===== src/rtl/agu_pkg.sv =====
package agu_pkg;
  parameter int AW     = 16;
  parameter int PTR_N  = 4;
  parameter int IDX_W  = 8;
  localparam int SEL_W = $clog2(PTR_N);
  localparam int RA_W  = 4;

  localparam logic [RA_W-1:0] REG_SP     = RA_W'(PTR_N);
  localparam logic [RA_W-1:0] REG_BASE   = RA_W'(PTR_N + 1);
  localparam logic [RA_W-1:0] REG_STEP   = RA_W'(PTR_N + 2);
  localparam logic [RA_W-1:0] REG_XSTART = RA_W'(PTR_N + 3);
  localparam logic [RA_W-1:0] REG_XLEN   = RA_W'(PTR_N + 4);
  localparam logic [RA_W-1:0] REG_YSTART = RA_W'(PTR_N + 5);
  localparam logic [RA_W-1:0] REG_YLEN   = RA_W'(PTR_N + 6);

  typedef enum logic [1:0] {OP_HOLD, OP_INC, OP_DEC, OP_STEP} mod_op_e;
  typedef enum logic [1:0] {SRC_PTR, SRC_PUSH, SRC_POP, SRC_INDEX} x_src_e;

  typedef struct packed {
    logic             wr;
    logic [RA_W-1:0]  wrIdx;
    logic             xUpd;
    logic [SEL_W-1:0] xIdx;
    mod_op_e          xOp;
    logic             xCirc;
    x_src_e           xSrc;
    logic             yUpd;
    logic [SEL_W-1:0] yIdx;
    mod_op_e          yOp;
    logic             yCirc;
    logic             spDec;
    logic             spInc;
  } agu_strb_t;

  function automatic logic [AW-1:0] postMod(
    input logic [AW-1:0] p,
    input mod_op_e       op,
    input logic [AW-1:0] step,
    input logic          circ,
    input logic [AW-1:0] start,
    input logic [AW-1:0] len
  );
    logic signed [AW+1:0] d, sum, lo, hi, l;
    case (op)
      OP_INC:  d = {{(AW+1){1'b0}}, 1'b1};
      OP_DEC:  d = '1;
      OP_STEP: d = {{2{step[AW-1]}}, step};
      default: d = '0;
    endcase
    sum = signed'({2'b00, p}) + d;
    lo  = signed'({2'b00, start});
    l   = signed'({2'b00, len});
    hi  = lo + l - {{(AW+1){1'b0}}, 1'b1};
    if (circ) begin
      if (d > 0 && sum > hi)      sum = sum - l;
      else if (d < 0 && sum < lo) sum = sum + l;
    end
    return sum[AW-1:0];
  endfunction
endpackage


===== src/rtl/agu_ctrl.sv =====
module agu_ctrl
  import agu_pkg::*;
(
  input  logic [SEL_W-1:0] xSel,
  input  logic [1:0]       xOp,
  input  logic             xCirc,
  input  logic [1:0]       xSrc,
  input  logic [SEL_W-1:0] ySel,
  input  logic [1:0]       yOp,
  input  logic             yCirc,
  input  logic             wrEn,
  input  logic [RA_W-1:0]  wrReg,
  output agu_strb_t        strb
);
  logic xMods, yMods, xHit, yHit, spHit;

  always_comb begin
    xMods = (x_src_e'(xSrc) == SRC_PTR) && (mod_op_e'(xOp) != OP_HOLD);
    yMods = mod_op_e'(yOp) != OP_HOLD;
    xHit  = wrEn && (wrReg == RA_W'(xSel));
    yHit  = wrEn && (wrReg == RA_W'(ySel));
    spHit = wrEn && (wrReg == REG_SP);

    strb.wr    = wrEn;
    strb.wrIdx = wrReg;
    strb.xIdx  = xSel;
    strb.xOp   = mod_op_e'(xOp);
    strb.xCirc = xCirc;
    strb.xSrc  = x_src_e'(xSrc);
    strb.yIdx  = ySel;
    strb.yOp   = mod_op_e'(yOp);
    strb.yCirc = yCirc;
    // write beats post-modify; X beats Y on a shared pointer
    strb.xUpd  = xMods && !xHit;
    strb.yUpd  = yMods && !yHit && !(xMods && (xSel == ySel));
    strb.spDec = (x_src_e'(xSrc) == SRC_PUSH) && !spHit;
    strb.spInc = (x_src_e'(xSrc) == SRC_POP) && !spHit;
  end
endmodule


===== src/rtl/agu_dp.sv =====
module agu_dp
  import agu_pkg::*;
(
  input  logic             clk,
  input  logic             rstN,
  input  agu_strb_t        strb,
  input  logic [IDX_W-1:0] idxOff,
  input  logic [AW-1:0]    wrData,
  input  logic [RA_W-1:0]  rdReg,
  output logic [AW-1:0]    rdData,
  output logic [AW-1:0]    xAddr,
  output logic [AW-1:0]    yAddr
);
  logic [AW-1:0] ptrQ [PTR_N];
  logic [AW-1:0] spQ, baseQ, stepQ, xStartQ, xLenQ, yStartQ, yLenQ;
  logic [AW-1:0] xPtr, yPtr, xNext, yNext;

  assign xPtr  = ptrQ[strb.xIdx];
  assign yPtr  = ptrQ[strb.yIdx];
  assign xNext = postMod(xPtr, strb.xOp, stepQ, strb.xCirc, xStartQ, xLenQ);
  assign yNext = postMod(yPtr, strb.yOp, stepQ, strb.yCirc, yStartQ, yLenQ);

  for (genvar i = 0; i < PTR_N; i++) begin : g_ptr
    always_ff @(posedge clk) begin
      if (!rstN)                                      ptrQ[i] <= '0;
      else if (strb.wr && strb.wrIdx == RA_W'(i))     ptrQ[i] <= wrData;
      else if (strb.xUpd && strb.xIdx == SEL_W'(i))   ptrQ[i] <= xNext;
      else if (strb.yUpd && strb.yIdx == SEL_W'(i))   ptrQ[i] <= yNext;
    end
  end

  always_ff @(posedge clk) begin
    if (!rstN)                                  spQ <= '0;
    else if (strb.wr && strb.wrIdx == REG_SP)   spQ <= wrData;
    else if (strb.spDec)                        spQ <= spQ - 1'b1;
    else if (strb.spInc)                        spQ <= spQ + 1'b1;
  end

  always_ff @(posedge clk) begin
    if (!rstN) begin
      baseQ <= '0; stepQ <= '0;
      xStartQ <= '0; xLenQ <= '0; yStartQ <= '0; yLenQ <= '0;
    end else if (strb.wr) begin
      case (strb.wrIdx)
        REG_BASE:   baseQ   <= wrData;
        REG_STEP:   stepQ   <= wrData;
        REG_XSTART: xStartQ <= wrData;
        REG_XLEN:   xLenQ   <= wrData;
        REG_YSTART: yStartQ <= wrData;
        REG_YLEN:   yLenQ   <= wrData;
        default: ;
      endcase
    end
  end

  always_comb begin
    case (strb.xSrc)
      SRC_PUSH:  xAddr = spQ - 1'b1;
      SRC_POP:   xAddr = spQ;
      SRC_INDEX: xAddr = baseQ + {{(AW-IDX_W){idxOff[IDX_W-1]}}, idxOff};
      default:   xAddr = xPtr;
    endcase
    yAddr = yPtr;
  end

  always_comb begin
    rdData = '0;
    if (rdReg < RA_W'(PTR_N)) rdData = ptrQ[rdReg[SEL_W-1:0]];
    else begin
      case (rdReg)
        REG_SP:     rdData = spQ;
        REG_BASE:   rdData = baseQ;
        REG_STEP:   rdData = stepQ;
        REG_XSTART: rdData = xStartQ;
        REG_XLEN:   rdData = xLenQ;
        REG_YSTART: rdData = yStartQ;
        REG_YLEN:   rdData = yLenQ;
        default:    rdData = '0;
      endcase
    end
  end
endmodule


===== src/rtl/dual_mod_agu.sv =====
module dual_mod_agu
  import agu_pkg::*;
(
  input  logic             clk,
  input  logic             rstN,
  input  logic [SEL_W-1:0] xSel,
  input  logic [1:0]       xOp,
  input  logic             xCirc,
  input  logic [1:0]       xSrc,
  input  logic [IDX_W-1:0] idxOff,
  input  logic [SEL_W-1:0] ySel,
  input  logic [1:0]       yOp,
  input  logic             yCirc,
  input  logic             wrEn,
  input  logic [RA_W-1:0]  wrReg,
  input  logic [AW-1:0]    wrData,
  input  logic [RA_W-1:0]  rdReg,
  output logic [AW-1:0]    rdData,
  output logic [AW-1:0]    xAddr,
  output logic [AW-1:0]    yAddr
);
  agu_strb_t strb;

  agu_ctrl u_ctrl (
    .xSel(xSel), .xOp(xOp), .xCirc(xCirc), .xSrc(xSrc),
    .ySel(ySel), .yOp(yOp), .yCirc(yCirc),
    .wrEn(wrEn), .wrReg(wrReg), .strb(strb)
  );

  agu_dp u_dp (
    .clk(clk), .rstN(rstN), .strb(strb), .idxOff(idxOff),
    .wrData(wrData), .rdReg(rdReg), .rdData(rdData),
    .xAddr(xAddr), .yAddr(yAddr)
  );
endmodule


===== config.mk =====
export PLATFORM = sky130hd
export DESIGN_NAME = dual_mod_agu
export DESIGN_NICKNAME = d
export VERILOG_FILES = /design/src/rtl/agu_pkg.sv /design/src/rtl/agu_ctrl.sv /design/src/rtl/agu_dp.sv /design/src/rtl/dual_mod_agu.sv
export SDC_FILE = /design/constraint.sdc
export NUM_CORES = 1
export LEC_CHECK = 0
export BUFFER_PORTS_ARGS = -buffer_cell sky130_fd_sc_hd__buf_4
export CAP_MARGIN = 20
export CELL_PAD_IN_SITES_DETAIL_PLACEMENT = 1
export CELL_PAD_IN_SITES_GLOBAL_PLACEMENT = 1
export CORE_MARGIN = 2
export CORE_UTILIZATION = 40
export CTS_CLUSTER_SIZE = 40
export DETAILED_ROUTE_END_ITERATION = 16
export PLACE_DENSITY = 0.71
export SLEW_MARGIN = 20
export SYNTH_ARGS = -nofsm -noshare
export SYNTH_HDL_FRONTEND = slang
export SYNTH_HIERARCHICAL = 1
export SYNTH_SLANG_ARGS = --single-unit

===== constraint.sdc =====
create_clock -name clk -period 19 [get_ports clk]
set_input_delay 2.85 -clock clk [delete_from_list [all_inputs] [get_ports clk]]
set_output_delay 2.85 -clock clk [all_outputs]
set_load 0.01 [all_outputs]

* Word-level counts from Yosys, hierarchy flattened
Memory sizes are Yosys's and may differ from the RTL's.
Cells that the tools add are included.
** Word-level totals
- Flip-flop bits (word level) :: 112
- Latch bits :: 0
- RAM bits :: 64
- Memory bits (read-only) :: 0
- Bits of input ports :: 47
- Output and inout bits :: 48
- Logic and storage cells :: 195
- Memories kept :: 1
** Memories
- u_dp.ptrQ :: depth 4, width 16, read ports 3, clocked after Yosys merged registers in 0, write ports 4, RTL line agu_dp.sv:14 : logic [AW-1:0] ptrQ [PTR_N];
** Operators by class
- Add/subtract/negate cells :: 13
- $mul :: 0
- Div/mod/pow operators :: 0
- $lt $le $gt $ge :: 9
- Eq/ne operators :: 35
- Shifts and indexed selects :: 0
- Mux-type cells :: 75
- Bitwise operators :: 12
- Reductions and logical operators :: 43
** Operators with widths (number)
- 16-bit two-way mux :: 22
- 16-bit case mux with 7 select lines :: 1
- 18-bit case mux with 3 select lines :: 2
- 1-bit two-way mux :: 49
- 16-bit adder :: 3
- 16-bit case mux with 3 select lines :: 1
- 17-bit by 18-bit adder with 18-bit output :: 2
- 18-bit by 1-bit > comparator with 1-bit output, second input constant :: 2
- 18-bit > comparator :: 2
- 18-bit by 1-bit < comparator with 1-bit output, second input constant :: 2
- 18-bit by 17-bit < comparator with 1-bit output :: 2
- 18-bit by 1-bit subtractor with 18-bit output, second input constant :: 2
- 16-bit by 16-bit adder with 17-bit output :: 2
- 4-bit by 3-bit equality test with 1-bit output, second input constant :: 8
- 16-bit subtractor :: 2
- 1-bit logical AND :: 26
- 4-bit equality test, second input constant :: 6
- 2-bit equality test, second input constant :: 10
- 16-bit by 1-bit adder with 16-bit output, second input constant :: 1
- 16-bit by 1-bit subtractor with 16-bit output, second input constant :: 1
- 1-bit bitwise OR :: 12
- 2-bit AND reduction :: 6
- 2-bit by 1-bit equality test with 1-bit output, second input constant :: 5
- 4-bit by 2-bit equality test with 1-bit output :: 2
- 9 further kinds :: 16

* Depth between registers and ports, before layout
Gate-level depths: netlist (run 1).
- Depth after elaboration :: 12
- Gate-level depth with buffers :: 32
- Depth with buffers taken out :: 29

* Hierarchy
Netlist (run 1), hierarchy kept.
** By module, submodules not included
- agu_dp :: instances 1, cells each 2492, area an instance 19940.4 um2, sequential area each 4164.0 um2
- agu_ctrl :: instances 1, cells each 33, area an instance 256.5 um2, sequential area each 0.0 um2

* Worst setup path before layout (run 1)
Ideal clock, no wire load.
- Path type :: in2reg
- Start point :: input port ySel[0]
- End point :: memory u_dp.ptrQ[1][2], data pin
- Setup time :: 0.261 ns
- Arrival time :: 8.877 ns
- Data required time :: 18.739 ns
- Slack :: 9.863 ns
- Stages on the path :: 27
- Path buffers :: 4
- Cells stage by stage :: buf_4 clkbuf_1 buf_1 mux4_2 ha_1 inv_1 fa_1 nor2b_1 o31a_1 o211ai_1 a2bb2oi_2 nand2_1 a21oi_1 o21bai_1 a21oi_1 xnor2_1 ha_1 and4_1 nand3_1 o41ai_2 nor3b_1 mux2_2 buf_2 a21oi_1 nor2_1 a221o_1 a221o_1
** RTL lines
- start, declared :: RTL line dual_mod_agu.sv:11 : input logic [SEL_W-1:0] ySel,
- end, declared :: RTL line agu_dp.sv:14

==> out/metrics.csv, run 1 <==
stage;metric;value;unit
route;DR DRC count;0;
floorplan;DIE AREA;52300;sq um
cts;Worst-path clk slew;0.07;ns
cts;hold_buf cts;0;
place;Post-Place Cells;3160;
place;IO Port Bufs;94;
route;DR vias;20600;
place;GPL Wtd Cong;1.01;
worst_setup_path;flop2flop setup slack;11.84;ns
synth;Syn Area/Cell;8.00;sq um
place;dpl ws;9.33;ns
pwr;total net switching power;774;uW
timing;final hold slack;0.469;ns
synth;Synth area leader;ha_1;
timing;minimum clock period;9.32;ns
worst_setup_path;r2r worst-path depth;29;
place;DP HPWL;72500;um
route;DR pass1 iterations;7;
floorplan;Initial Util;40.4;%
cts;post-CTS resize count;0;
worst_setup_path;Crit. End Element;flop;
cts;CTS tree;built;
hold_path;Worst Min Path Start;u_dp/xStartQ[13]$_SDFFE_PN0P_;
timing;Final period util;49.1;%
synth;synth top area cells;ha_1 14%, dfxtp_1 11%, edfxtp_1 9.5%;
timing;Setup WS post-layout;9.68;ns
floorplan;CORE AREA;50000;sq um
worst_setup_path;critical path peak fanout;22;
timing;Final Hold Violating Endpoints;0;
cts;Post-CTS Setup Inserts;0;
synth;#FFs+latches synth;176;
synth;Netlist cell types;94;
synth;Seq/Total Area, Yosys;20.6;%
final_layout;Non-Filler Instances;3196;
synth;YS warnings;6;
timing;Max Clk Rate;0.107;GHz
pwr;clock share of power;20.8;%
timing;Setup TNS;0;ns
synth;cells after synthesis;2525;
global_routing;initial antenna violation count;5;
floorplan;# rows;82;
route;Via density;6.45;
final_layout;Filler cells;6001;
cts;clk buf depth;2;
route;number of DRC markers in iteration 0;2135;
pwr;Int Power;922;uW
timing;RSZ-0062 raised after global routing;false;
worst_setup_path;CP startpoint kind;input pin;
hold_path;hold crit path type;flop to flop;
global_routing;vias in the first global route;20247;
global_routing;first-pass GRT wire length;135000;um
hold_path;Min-Delay Path Depth;2;
final_layout;Multi-input gate area;14600;sq um
pwr;P_leak;8.88;nW
route;Antenna Nets Post-Route;0;
final_layout;share of post-route cells with drive strength above 1;9.72;%
final_layout;most frequent cells in the layout;326 x nand2_1, 228 x inv_1, 228 x ha_1;
global_routing;gr ovfl total;0;
pwr;worst IR drop on VDD;0.0651;mV
pwr;Comb power frac;53.1;%
hold_path;Worst Hold End;u_dp/xStartQ[13]$_SDFFE_PN0P_;
timing;fin. max-slew vios;0;
final_layout;commonest non-fill, non-tap cell in the layout;nand2_1;
global_routing;Total GRT Usage;34.4;%
worst_setup_path;R2R Path End;u_dp/ptrQ[3][14]$_DFFE_PP_;
synth;ys flop type;dfxtp_1;
floorplan;Die X;229;um
pwr;pwr dens;77.5;nW/um^2
worst_setup_path;WP data required;19.16;ns
pwr;Reg power frac;26.1;%
final_layout;# nets final;2793;
cts;Clock Root Buffer;clkbuf_16;
worst_setup_path;worst r2r src;u_dp/yLenQ[1]$_SDFFE_PN0P_;
final_layout;Syn-to-layout area delta;8.44;%
synth;Syn Nets;2809;
final_layout;Sequential Area;4160;sq um
timing;Final Setup Violations;0;
synth;Post-synth EDFFs;64;
synth;area share of the leading cell type in the synthesized netlist;14.1;%
cts;Inserted Clock Buffers;17;
synth;Synth Cell Area;20200;sq um
cts;clock sink count;176;
worst_setup_path;CP arrival;9.49;ns
timing;Rel. slew slack;19.1;%
run_status;status;finished, final reports clean;
cts;H-tree Lvls;4;
floorplan;# IOs;95;
route;WL final;91800;um
pwr;switch share;45.6;%
job;maxcap violations;0;
floorplan;Die H;229;um
synth;fraction of registers with async set/reset;0;%
global_routing;largest net degree at the start of global routing;117;
route;Avg WL per Cell;28.7;um
timing;Least-Margin Pin Slew;1.21;ns
timing;maximum clock skew at final layout;0.00844;ns
worst_setup_path;Setup CP Type;input pin to flop;
cts;Clock Latency Late Sink;0.46;ns
## cell families after synthesis
kind of cell / after synthesis / synth area share (%)
AOI/OAI and AO/OA: 762 / 27.1
xor gates and xnor gates: 96 / 4.23
adders and majority gates: 239 / 15.1
buffers and inverters: 385 / 7.50
DFF: 176 / 20.6
muxes: 82 / 7.20
and+or+nand+nor: 785 / 18.2
## flip-flops by register name, summed over array words and instances, names as in the netlist
signal and count:
u_dp/xStartQ 16, u_dp/spQ 16, u_dp/yStartQ 16, u_dp/xLenQ 16, u_dp/baseQ 16, u_dp/stepQ 16
u_dp/yLenQ 16, u_dp/ptrQ 64
## how the worst max path moves through the flow
stage                    from                         end  cells past startpoint
floorplan             ySel[0]   u_dp/ptrQ[1][2]$_DFFE_PP_                     27
global placement      ySel[0]  u_dp/ptrQ[1][14]$_DFFE_PP_                     27
detailed placement    ySel[0]  u_dp/ptrQ[3][14]$_DFFE_PP_                     27
CTS                 idxOff[0]                   xAddr[14]                     17
global route          ySel[0]  u_dp/ptrQ[1][14]$_DFFE_PP_                     27
finish                ySel[0]  u_dp/ptrQ[3][14]$_DFFE_PP_                     27
## metal layers
metal	track usage, %	wire length (um)	part of all wire [%]
met3	7.06	7980	8.7
met1	45.7	39000	42
met4	15.7	4530	4.9
met5	0	32	0.035
met2	53.8	40300	44
## power groups by stage
stage	clock, mW	combinational [mW]	sequential (mW)
global placement	0	0.855	0.449
floorplan	0	0.584	0.432
finish	0.353	0.900	0.443
CTS	0.354	0.881	0.441
detailed placement	0	0.876	0.450
global route	0.369	0.968	0.444
## critical path, stage by stage
cell	delay [ns]
buf_4	0.36
mux4_2	0.58
ha_1	0.25
inv_1	0.08
fa_1	0.20
nor2b_1	0.07
o31a_1	0.29
o211ai_1	0.30
a2bb2oi_2	0.27
nand2_1	0.09
a21oi_1	0.23
o21bai_1	0.09
a21oi_1	0.18
xnor2_1	0.28
ha_1	0.33
nand3_1	0.10
inv_1	0.07
nand2_1	0.08
nand4b_1	0.11
o221ai_1	0.13
nor3_1	0.23
a32o_1	0.30
and2_1	0.53
nor2_2	0.22
and2_0	0.21
a221oi_1	0.79
o221ai_1	0.26
## through the flow
step	area [sq um]	utilization [%]	total power [mW]
3_5_place_dp	21300	42.6	1.33
5_1_grt	21900	43.8	1.78
2_1_floorplan	20200	-	1.02
6_report	21900	43.8	1.70
4_1_cts	21900	43.7	1.68
3_3_place_gp	21300	42.6	1.30
## cell usage after synthesis (54+ instances only)
cell type / number
a21boi_0: 114
a21o_1: 54
a21oi_1: 146
clkbuf_1: 127
dfxtp_1: 112
edfxtp_1: 64
ha_1: 228
inv_1: 227
nand2_1: 326
nor2_1: 134
nor3_1: 64
o21ai_0: 91
o221ai_1: 62
xnor2_1: 57
## final cells by class
cell class              count  area share (%)
diodes                      4          0.0457
clock buffers              21            2.11
clock inverters             9           0.377
inverters                 229            3.92
multi-input cells        1964            66.5
flip-flops and latches    176            19.0
well taps                 672            3.84
repair buffers            121            4.24
No activity file was read; power rests on OpenSTA's default activity.
==> inputs of run 2 (changes only) <==
- ABC_AREA: unset -> 1
- PLACE_DENSITY: 0.71 -> 0.77
- clock period: 19 -> 7.6 ns (I/O delays scaled with it)
==> run 2 against run 1 <==
Count of clock-buffer cells in the layout decreased by 2. Sequential cell count unchanged. Die area increased by 2.3%. Largest power group unchanged.
==> out/metrics.csv, run 2 <==
stage;metric;value;unit;change
timing;Rel. slew slack;25.9;%;was 19.1%
worst_setup_path;CP startpoint kind;input pin;;unchanged
worst_setup_path;Crit-path slowest cell;xor2_1;;was a221oi_1
cts;hold_buf cts;0;;unchanged
floorplan;DIE AREA;53500;sq um;was 52300 sq um
worst_setup_path;buffers and inverters on the worst path;5;;was 3
worst_setup_path;critical path peak fanout;25;;was 22
cts;H-tree Lvls;4;;unchanged
worst_setup_path;crit-path max cell delay;0.53;ns;was 0.79 ns
global_routing;Total GRT Usage;40.1;%;was 34.4%
final_layout;commonest non-fill, non-tap cell in the layout;nand2_1;;unchanged
worst_setup_path;WP data required;7.86;ns;was 19.16 ns
cts;Clock Root Buffer;clkbuf_16;;unchanged
place;GPL Wtd Cong;1.07;;was 1.01
timing;minimum clock period;6.84;ns;
route;Antenna Nets Post-Route;0;;unchanged
cts;CTS tree;built;;unchanged
synth;Synth Area in Compound Gates;23.4;%;was 27.1%
synth;fraction of registers with async set/reset;0;%;unchanged
worst_setup_path;worst r2r src;u_dp/ptrQ[0][6]$_DFFE_PP_;;was u_dp/yLenQ[1]$_SDFFE_PN0P_
final_layout;most frequent cells in the layout;682 x nand2_1, 493 x inv_1, 311 x a21oi_1;;was 326 x nand2_1, 228 x inv_1, 228 x ha_1
cts;clock sink count;176;;unchanged
worst_setup_path;flop2flop setup slack;1.42;ns;was 11.84 ns
route;DR vias;23976;;was 20600
floorplan;Die H;231;um;was 229 um
final_layout;Syn-to-layout area delta;9.40;%;was 8.44%
global_routing;largest net degree at the start of global routing;63;;was 117
floorplan;CORE AREA;51200;sq um;was 50000 sq um
synth;Netlist cell types;60;;was 94
floorplan;# rows;83;;was 82
pwr;worst IR drop on VDD;0.203;mV;was 0.0651 mV
synth;Seq/Total Area, Yosys;20.2;%;was 20.6%
worst_setup_path;CP dominant cell by count;nand2_1;;
synth;post-synthesis simple-gate area fraction;24.3;%;was 18.2%
hold_path;hold crit path type;flop to flop;;unchanged
synth;Synth area leader;ha_1;;unchanged
route;WL final;108000;um;was 91800 um
global_routing;vias in the first global route;23860;;was 20247
synth;post-synthesis xor/xnor area fraction;5.43;%;was 4.23%
synth;synth top area cells;ha_1 14%, nand2_1 12%, dfxtp_1 11%;;was ha_1 14%, dfxtp_1 11%, edfxtp_1 9.5%
worst_setup_path;Crit. End Element;flop;;unchanged
route;number of DRC markers in iteration 0;2541;;was 2135
place;DP HPWL;85500;um;was 72500 um
route;Via density;6.18;;was 6.45
synth;ys flop type;dfxtp_1;;unchanged
synth;YS warnings;6;;unchanged
synth;most numerous cell in the Yosys netlist;nand2_1;;unchanged
global_routing;first-pass GRT wire length;157000;um;was 135000 um
synth;mux cell area share after synthesis;0;%;was 7.20%
worst_setup_path;Setup CP Type;input pin to flop;;unchanged
route;DR pass1 iterations;5;;was 7
timing;RSZ-0062 raised after global routing;false;;unchanged
cts;clk buf depth;2;;unchanged
cts;Inserted Clock Buffers;17;;unchanged
hold_path;Worst Min Path Start;u_dp/xStartQ[4]$_SDFFE_PN0P_;;was u_dp/xStartQ[13]$_SDFFE_PN0P_
synth;most common library cells after synthesis;682 x nand2_1, 493 x inv_1, 311 x a21oi_1;;was 326 x nand2_1, 228 x ha_1, 227 x inv_1
final_layout;max reg flops;64;;unchanged
global_routing;gr ovfl total;0;;unchanged
timing;final hold slack;0.545;ns;was 0.469 ns
hold_path;Worst Hold End;u_dp/xStartQ[4]$_SDFFE_PN0P_;;was u_dp/xStartQ[13]$_SDFFE_PN0P_
synth;Syn Area/Cell;6.56;sq um;was 8.00 sq um
timing;Final Hold Violating Endpoints;0;;unchanged
floorplan;# IOs;95;;unchanged
global_routing;initial antenna violation count;6;;was 5
pwr;P_leak;10.8;nW;was 8.88 nW
worst_setup_path;R2R Path End;u_dp/ptrQ[2][10]$_SDFFCE_PN0P_;;was u_dp/ptrQ[3][14]$_DFFE_PP_
timing;Final period util;90.0;%;
cts;Post-CTS Setup Inserts;0;;unchanged
timing;Setup TNS;0;ns;unchanged
synth;largest family of logic cells by synthesized area;simple AND/OR/NAND/NOR gates;;was compound AO/OA/AOI/OAI gates
pwr;Total Power;4.59;mW;was 1.70 mW
synth;Post-synth EDFFs;64;;unchanged
synth;area share of the leading cell type in the synthesized netlist;13.8;%;was 14.1%
cts;post-CTS resize count;0;;unchanged
final_layout;# nets final;3463;;was 2793
job;maxcap violations;0;;unchanged
timing;maximum clock skew at final layout;0.0195;ns;was 0.00844 ns
synth;#FFs+latches synth;176;;unchanged
timing;Max Clk Rate;0.146;GHz;
timing;fin. max-slew vios;0;;unchanged
synth;Synth Cell Area;20700;sq um;was 20200 sq um
synth;cells after synthesis;3151;;was 2525
run_status;status;finished, final reports clean;;unchanged
floorplan;Die X;231;um;was 229 um
synth;Syn Nets;3435;;was 2809
synth;Post-Synth Adder-Cell Area;14.7;%;was 15.1%
route;DR DRC count;0;;unchanged
final_layout;share of post-route cells with drive strength above 1;7.27;%;was 9.72%
hold_path;Min-Delay Path Depth;2;;unchanged
final_layout;Biggest register;u_dp/ptrQ;;unchanged
floorplan;Initial Util;40.4;%;about the same
timing;Least-Margin Pin Slew;1.11;ns;was 1.21 ns
place;IO Port Bufs;94;;unchanged
cts;Worst-path clk slew;0.07;ns;about the same
timing;Final Setup Violations;0;;unchanged
route;Avg WL per Cell;27.9;um;was 28.7 um
worst_setup_path;CP arrival;7.10;ns;was 9.49 ns
worst_setup_path;r2r worst-path depth;27;;was 29
final_layout;Filler cells;6684;;was 6001
cts;Clock Latency Late Sink;0.52;ns;was 0.46 ns
pwr;pwr dens;203;nW/um^2;was 77.5 nW/um^2
worst_setup_path;CP delay by family, top;simple AND/OR/NAND/NOR gates;;was compound AO/OA/AOI/OAI gates
run 2: cell families (layout without fill, tap and decap cells):
kind of cell | count (synthesis) | in the layout
adders and majority gates | 237 | 237
DFF | 176 | 176
xor gates and xnor gates | 125 | 125
other | 0 | 5
buffers and inverters | 634 | 675
and+or+nand+nor | 1168 | 1168
AOI/OAI and AO/OA | 811 | 811
run 2: cell type report:
| type | instances | area, sq um | area share [%] |
|---|---|---|---|
| multi-input cells | 2341 | 14000 | 62.1 |
| repair buffers | 143 | 1070 | 4.75 |
| well taps | 680 | 851 | 3.76 |
| clock inverters | 13 | 148 | 0.653 |
| inverters | 500 | 1880 | 8.30 |
| flip-flops and latches | 176 | 4160 | 18.4 |
| diodes | 5 | 12.5 | 0.0553 |
| clock buffers | 19 | 433 | 1.91 |
run 2: stage by stage:
step | area [sq um] | util, % | setup slack (ns) | instances
global route | 22600 | 44.1 | 0.247 | 3872
floorplan | 20700 | - | 1.95 | 3151
CTS | 22600 | 44.1 | 0.900 | 3872
finish | 22600 | 44.2 | 0.761 | 3877
detailed placement | 22000 | 43.0 | 0.427 | 3840
global placement | 22000 | 43.0 | 0.506 | 3840
run 2: tightest hold or removal path: stages, from the launching register on:
cell,delay (ns)
dfxtp_1,0.30
inv_1,0.12
a21oi_1,0.08
run 2: metal layers:
metal	up-vias	wire, um	GRT usage (%)
met2	1220	46700	61.5
li1	10691	-	-
met4	4	7180	25.3
met5	-	27	0
met3	296	9830	8.03
met1	11765	44400	51.3
run 2: how the worst max path moves through the flow:
stage,end,start,cells past startpoint
2_1_floorplan,u_dp/ptrQ[1][13]$_DFFE_PP_,xSel[1],28
6_report,u_dp/ptrQ[2][10]$_SDFFCE_PN0P_,ySel[0],33
3_5_place_dp,u_dp/ptrQ[2][10]$_SDFFCE_PN0P_,ySel[0],33
5_1_grt,u_dp/ptrQ[2][10]$_SDFFCE_PN0P_,ySel[0],33
3_3_place_gp,u_dp/ptrQ[2][10]$_SDFFCE_PN0P_,ySel[0],33
4_1_cts,u_dp/ptrQ[2][10]$_SDFFCE_PN0P_,ySel[0],33
run 2: power breakdown:
group | switching [mW] | leakage, nW | internal, mW
Clock | 0.487 | 0.279 | 0.465
Combinational | 1.76 | 8.92 | 0.785
Sequential | 0.0565 | 1.58 | 1.03
